[src/rtl/seg_gray_counter.sv]
module seg_gray_counter #(
  parameter int SEG_W = 4,
  parameter int SEGS  = 12
) (
  input  logic                  clk_i,
  input  logic                  rst_i,
  input  logic                  en_i,
  input  logic                  load_i,
  input  logic [SEG_W*SEGS-1:0] load_val_i,
  output logic [SEG_W*SEGS-1:0] gray_o,
  output logic [SEG_W*SEGS-1:0] bin_o
);
  localparam int W = SEG_W * SEGS;
  localparam logic [SEG_W-1:0] TOP  = '1;
  localparam logic [SEG_W-1:0] NEAR = {{(SEG_W-1){1'b1}}, 1'b0};
  localparam logic [SEG_W-1:0] ONE  = {{(SEG_W-1){1'b0}}, 1'b1};

  logic [SEG_W-1:0] seg_q [SEGS];
  logic [SEG_W-1:0] seg_d [SEGS];
  logic [SEGS-1:0]  cin;
  logic [SEGS-1:0]  lowrun;
  logic [W-1:0]     bin_w, bin_d, gray_q;

  assign cin[0]    = 1'b1;
  assign lowrun[0] = 1'b1;

  for (genvar k = 0; k < SEGS; k++) begin : g_seg
    assign bin_w[k*SEG_W +: SEG_W] = seg_q[k];
    assign bin_d[k*SEG_W +: SEG_W] = seg_d[k];

    always_comb begin
      if (rst_i)                seg_d[k] = '0;
      else if (load_i)          seg_d[k] = load_val_i[k*SEG_W +: SEG_W];
      else if (en_i && cin[k])  seg_d[k] = seg_q[k] + ONE;
      else                      seg_d[k] = seg_q[k];
    end

    always_ff @(posedge clk_i) seg_q[k] <= seg_d[k];

    if (k > 0) begin : g_carry
      logic carry_q;
      if (k == 1) begin : g_first
        assign lowrun[k] = (seg_q[0] == NEAR);
      end else begin : g_rest
        assign lowrun[k] = lowrun[k-1] && (seg_q[k-1] == TOP);
      end

      always_ff @(posedge clk_i) begin
        if (rst_i)       carry_q <= 1'b0;
        else if (load_i) carry_q <= &load_val_i[k*SEG_W-1:0];
        else if (en_i)   carry_q <= lowrun[k];
      end
      assign cin[k] = carry_q;


      carry_track_chk: assert property (@(posedge clk_i) disable iff (rst_i)
        carry_q == (&bin_w[k*SEG_W-1:0]));
    end
  end

  always_ff @(posedge clk_i) gray_q <= bin_d ^ (bin_d >> 1);

  assign gray_o = gray_q;
  assign bin_o  = bin_w;

  logic [W-1:0] prev_gray_q;
  logic inc_q, hold_q, rst_q;
  always_ff @(posedge clk_i) begin
    prev_gray_q <= gray_q;
    inc_q       <= !rst_i && !load_i && en_i;
    hold_q      <= !rst_i && !load_i && !en_i;
    rst_q       <= rst_i;
  end


  reset_zero_chk: assert property (@(posedge clk_i)
    rst_q |-> (gray_q == '0 && bin_w == '0));


  gray_code_chk: assert property (@(posedge clk_i) disable iff (rst_i)
    !rst_q |-> gray_q == (bin_w ^ (bin_w >> 1)));


  gray_step_chk: assert property (@(posedge clk_i) disable iff (rst_i)
    inc_q |-> $countones(gray_q ^ prev_gray_q) == 1);


  idle_hold_chk: assert property (@(posedge clk_i) disable iff (rst_i)
    hold_q |-> gray_q == prev_gray_q);
endmodule

[config.mk]
export PLATFORM = sky130hd
export DESIGN_NAME = seg_gray_counter
export DESIGN_NICKNAME = d
export VERILOG_FILES = /design/src/rtl/seg_gray_counter.sv
export SDC_FILE = /design/constraint.sdc
export NUM_CORES = 1
export LEC_CHECK = 0
export ABC_CLOCK_PERIOD_IN_PS = 2100
export BUFFER_PORTS_ARGS = -buffer_cell sky130_fd_sc_hd__buf_2
export CAP_MARGIN = 40
export CORE_ASPECT_RATIO = 2
export CORE_MARGIN = 3
export CORE_UTILIZATION = 46
export CTS_CLUSTER_DIAMETER = 40
export DETAILED_ROUTE_END_ITERATION = 8
export GPL_ROUTABILITY_DRIVEN = 0
export PLACE_DENSITY = 0.86
export REMOVE_ABC_BUFFERS = 1
export SLEW_MARGIN = 20
export SYNTH_ARGS = -nofsm -noshare
export SYNTH_HDL_FRONTEND = slang
export SYNTH_SLANG_ARGS = --single-unit
[constraint.sdc]
create_clock -name clk_i -period 2.1 [get_ports clk_i]
set_input_delay 0.42 -clock clk_i [delete_from_list [all_inputs] [get_ports clk_i]]
set_output_delay 0.42 -clock clk_i [all_outputs]
set_load 0.01 [all_outputs]
Yosys cells after proc, flatten, opt, wreduce, memory -nomap -nowiden
Memory sizes are Yosys's and may differ from the RTL's.
Cells that the tools add are included.
{"block": "totals", "n_memories": 1, "latch_bits": 0, "register_bits": 59, "wordCells": 128, "out_inout_bits": 96, "ram_bits": 48, "in_bits": 52, "rom_bits": 0}
{"block": "op_classes", "n_div": 0, "magnitude_cmp": 0, "reduce_logical": 33, "addsub": 12, "eq_ne": 11, "n_bitwise": 1, "shift": 0, "n_mul": 0, "mux": 58}
{"memory": "seg_q", "words": 12, "word_bits": 4, "read_ports": 12, "rd_clocked_by_memory_dff": 0, "wr": 12, "line_no": "18", "rtl": "logic [SEG_W-1:0] seg_q [SEGS];"}
{"cell": "4-bit 2-to-1 mux", "count": 36}
{"cell": "4-bit by 1-bit adder with 4-bit output (second input constant)", "count": 12}
{"cell": "48-bit by 47-bit bitwise XOR with 48-bit output", "count": 1}
{"cell": "4-bit == test (second input constant)", "count": 11}
{"cell": "44-bit AND reduction", "count": 1}
{"cell": "40-bit AND reduction", "count": 1}
{"cell": "36-bit AND reduction", "count": 1}
{"cell": "32-bit AND reduction", "count": 1}
{"cell": "28-bit AND reduction", "count": 1}
{"cell": "24-bit AND reduction", "count": 1}
{"cell": "1-bit 2-to-1 mux", "count": 22}
{"cell": "1-bit logical AND", "count": 21}
{"cell": "20-bit AND reduction", "count": 1}
{"cell": "16-bit AND reduction", "count": 1}
{"cell": "12-bit AND reduction", "count": 1}
{"cell": "8-bit AND reduction", "count": 1}
{"cell": "4-bit AND reduction", "count": 1}
{"cell": "2-bit nonzero test", "count": 1}

Logic depth before layout (Yosys ltp)
An unclocked memory read counts as a cell.
{"block": "depth", "word_depth": 14, "depth_mapped": 7, "ltp_nobuf": 7}

Least setup slack after synthesis
No wires, ideal clock.
{"block": "synth_timing", "path_kind": "register to register", "start": "memory seg_q[0][1]", "end": "register g_seg[9].g_carry.carry_q", "period_less_slack_ns": 2.092, "t_required_ns": 2.012, "setup_ns": 0.088, "setup_slack_ns": 0.008, "arrival_time_ns": 2.004, "stages_incl_launch_ff": 7, "path_buffers": 0, "path_cell_list": "dfxtp_1 -> ha_1 -> nand3_2 -> or4_4 -> nor4_4 -> nand4_1 -> a311oi_2"}
{"item": "start, declared", "line_no": "18"}
{"item": "end signal, assigned", "line_no": "50", "rtl": "else if (load_i) carry_q <= &load_val_i[k*SEG_W-1:0];"}
{"item": "end signal, assigned", "line_no": "51", "rtl": "else if (en_i) carry_q <= lowrun[k];"}
{"item": "end, declared", "line_no": "41", "rtl": "logic carry_q;"}

==> impl_metrics.env <==
export IMPL_global_route_wire_length_before_repair_um=20400
export IMPL_first_pass_iters=4
export IMPL_number_of_vias_per_cell_after_detailed_routing=5.21
export IMPL_run_status="completed"
export IMPL_holdCritStartpoint="load_val_i[47]"
export IMPL_syn_to_final_growth_pct=27.7
export IMPL_core_region_area_sq_um=9830
export IMPL_numPlacedInstances=816
export IMPL_endpoint_kind="register"
export IMPL_synth_compound_area_share_pct=10.4
export IMPL_drc_viols=0
export IMPL_met1Wirelength_um=4340
export IMPL_cts_hold_buffers=0
export IMPL_timing_hold_worst_class="in -> reg"
export IMPL_cts_h_tree_depth=3
export IMPL_synth_async_sr_flop_share_pct=0
export IMPL_die_height_um=149
export IMPL_reg2reg_depth=6
export IMPL_min_delay_path_depth=3
export IMPL_cpLargestDelayFamily="simple AND/OR/NAND/NOR gates"
export IMPL_path_buf_inv=0
export IMPL_floorplan_die_area_sq_um=11500
export IMPL_mux_share_of_post_synthesis_cell_area_pct=0
export IMPL_period_share_pct=92.3
export IMPL_clk_pin_slew_worst_paths_ns=0.07
export IMPL_critical_path_cell_chain="ha_1 > nand3_1 > or4_4 > nor4_4 > nand4_1 > a311oi_2"
export IMPL_synth_xor_xnor_area_share_pct=15.4
export IMPL_final_setup_viol_count=0
export IMPL_rsz0062_at_grt="no"
export IMPL_tritoncts_num_sinks=106
export IMPL_vias=4327
export IMPL_path_class="reg -> reg"
export IMPL_drive_above_1_share_pct=26.9
export IMPL_io_pin_count=148
export IMPL_cp_required_ns=2.35
export IMPL_drv_max_cap_violation_count=0
export IMPL_start_util_pct=47.6
export IMPL_hold_worst_slack_ns=0.385
export IMPL_yosys_area_share_adder_pct=3.48
export IMPL_clock_skew_ns=0.00611
export IMPL_post_layout_total_power_mw=4.70
export IMPL_clock_root_buffer="clkbuf_16"
export IMPL_std_cell_rows=51
export IMPL_maximum_clock_rate_mhz=516
export IMPL_die_span_in_x_um=77.3
export IMPL_postSynthCellCount=539
export IMPL_cts_tree="built"
export IMPL_port_buffers=147
export IMPL_first_iter_violations=260
export IMPL_critPathMaxFanout=4
export IMPL_post_cts_setup_buffer_count=0
export IMPL_tritoncts_num_buffers=9
export IMPL_reg2reg_from="seg_q[0][4]"
export IMPL_nFillCells=884
export IMPL_globalRoute_totalOverflow=0
export IMPL_total_power_per_unit_cell_area_nw_per_um2=787
export IMPL_grt_pass1_vias=4459
export IMPL_number_of_antenna_violations_at_the_first_check_in_global_routing=1
export IMPL_avgRoutedWirePerCell_um=15.1
export IMPL_power_share_sequential_pct=48.7
export IMPL_synth_distinct_cells=38
export IMPL_crit_path_start_kind="register"
export IMPL_critPathSlowestCell="or4_4"
export IMPL_groute_usage_overall_pct=22.1
export IMPL_dominant_combinational_cell_family_by_area_after_synthesis="simple AND/OR/NAND/NOR gates"
export IMPL_routed_wl_met3_um=803
export IMPL_instances_no_fill=831
export IMPL_p_int_mw=3.48
export IMPL_max_stage_delay_ns=0.57
export IMPL_final_max_slew_viol_count=0
export IMPL_postCtsResizedCells=0
export IMPL_netSwitchingPower_mw=1.23
export IMPL_hold_violations=0
export IMPL_antenna_cells_inserted=0
export IMPL_power_clock_fraction_pct=34.9
export IMPL_edff_count_synth=0
export IMPL_r2r_end="g_seg[9].g_carry.carry_q"
export IMPL_ant_nets=0
export IMPL_worst_slew_pin_transition_ns=0.505
export IMPL_ys_ff_latch=106
export IMPL_synth_cell_area_sq_um=4680
export IMPL_clock_insertion_delay_worst_skew_ns=0.34
export IMPL_grt_max_degree=60
export IMPL_ys_dominant_reg_cell="dfxtp_1"
export IMPL_synth_simple_area_share_pct=19.6
export IMPL_min_delay_worst_endpoint="gray_o[47]"
export IMPL_ys_warnings_count=0
export IMPL_synth_yosys_seq_area_share_pct=45.4
export IMPL_synthesis_area_per_instance_sq_um=8.68
export IMPL_dp_hpwl_um=9740
export IMPL_routed_top_layer="met5"
export IMPL_final_seq_area_sq_um=2120
export IMPL_relSlewSlack_pct=65.9
export IMPL_power_switching_fraction_pct=26.1
export IMPL_cts_root_to_sink_buffers=2
export IMPL_multi_input_comb_area_sq_um=2280
export IMPL_max_vdd_ir_drop_uv=576
export IMPL_routed_wl_met2_um=7100
export IMPL_r2r_setup_slack_ns=0.16
export IMPL_finalCriticalPeriod_ns=1.94
export IMPL_power_combinational_fraction_pct=16.4
export IMPL_routed_wirelength_um=12600
export IMPL_p_leak_nw=2.91
export IMPL_arrival_time_at_the_worst_endpoint_ns=2.19
export IMPL_nets=760
## worst register-to-register path, stage by stage, from the launching register on
cell      delay [ns]
dfxtp_1         0.34
ha_1            0.17
nand3_1         0.11
or4_4           0.57
nor4_4          0.23
nand4_1         0.16
a311oi_2        0.27
## cell families after synthesis
group	after synthesis
simple gates	191
fa+ha+maj	13
flops	106
compound gates	76
xor+xnor	82
buf+inv	71
## synthesized netlist by cell type, types with 2 or more instances
cell type  count  area [sq um]
clkbuf_1      18          67.6
nand3_2        2          20.0
nand2_1       64           240
a311o_1       11           110
o21ai_1        9          45.0
nand2b_1      12          75.1
nand3_1       41           205
nand4_1        9          56.3
ha_1          13           163
xnor2_1       36           315
nor3_1        11          55.1
buf_1          4          15.0
and4_1         4          35.0
dfxtp_1      106          2120
a21oi_1       26           130
or4_1          2          15.0
a211oi_1       8          60.1
xor2_1        46           403
o21ai_0       15          75.1
nor2_1        38           143
inv_1         47           176
## state kept, by name (all words and copies together), names as in the netlist
name	cells
gray_o	48
seg_q	47
g_seg.g_carry.carry_q	11
## power groups by stage
stage	Clock [mW]	Combinational, mW	Sequential (mW)
final	1.64	0.772	2.29
after global routing	1.76	0.850	2.31
after CTS	1.68	0.779	2.29
after detailed placement	0	0.775	2.33
after global placement	0	0.751	2.33
after floorplan	0	0.286	2.42
## metal layers
layer  global-route usage [%]  vias up
met5                        0        -
met4                     9.63        2
met3                     4.91       24
met2                     43.3      174
met1                     21.5     2014
li1                         -     2113
## worst max-delay path by stage
stage	from	end	slack, ns	cells past startpoint
after floorplan	seg_q[0][1]	g_seg[9].g_carry.carry_q	0.008	6
after global placement	load_val_i[3]	g_seg[10].g_carry.carry_q	0.03	6
after detailed placement	load_val_i[3]	g_seg[10].g_carry.carry_q	-0.05	6
after CTS	seg_q[0][0]	g_seg[9].g_carry.carry_q	0.03	7
after global routing	seg_q[1][8]	g_seg[9].g_carry.carry_q	0.01	6
final	seg_q[0][4]	g_seg[9].g_carry.carry_q	0.16	6
## layout by cell type (no fill, tap or decap), types with 2 or more instances in the layout
| cell type | Yosys | final |
|---|---|---|
| a211oi_1 | 8 | 8 |
| o21ai_0 | 15 | 15 |
| clkinv_2 | 0 | 2 |
| xor2_1 | 46 | 46 |
| o21ai_1 | 9 | 9 |
| nand2b_1 | 12 | 12 |
| buf_2 | 1 | 147 |
| dfxtp_1 | 106 | 106 |
| a311o_1 | 11 | 11 |
| or4_1 | 2 | 2 |
| nand3_2 | 2 | 2 |
| inv_1 | 47 | 47 |
| ha_1 | 13 | 13 |
| buf_12 | 0 | 3 |
| nand2_1 | 64 | 64 |
| nand3_1 | 41 | 41 |
| nor2_1 | 38 | 38 |
| and4_1 | 4 | 4 |
| buf_4 | 1 | 19 |
| nand4_1 | 9 | 9 |
| a21oi_1 | 26 | 26 |
| xnor2_1 | 36 | 36 |
| clkbuf_16 | 0 | 9 |
| nor3_1 | 11 | 11 |
| clkbuf_1 | 18 | 2 |
## layout make-up
class	instances	area share, %
clock buffer	12	4.13
sequential	106	35.5
timing repair buffer	169	15.7
tap	132	2.76
clock inverter	3	0.670
inverter	47	2.95
multi-input combinational	362	38.2
## per-stage QoR
stage / worst slack [ns] / setup TNS [ns] / util (%) / cell area, sq um
2_1_floorplan: 0.00767 / 0 / - / 4580
3_3_place_gp: 0.0335 / 0 / 57.9 / 5690
3_5_place_dp: -0.0477 / -0.0891 / 57.9 / 5690
4_1_cts: 0.0273 / 0 / 60.8 / 5970
5_1_grt: 0.0107 / 0 / 60.8 / 5970
6_report: 0.161 / 0 / 60.8 / 5970
No activity file was read; power rests on OpenSTA's default activity.
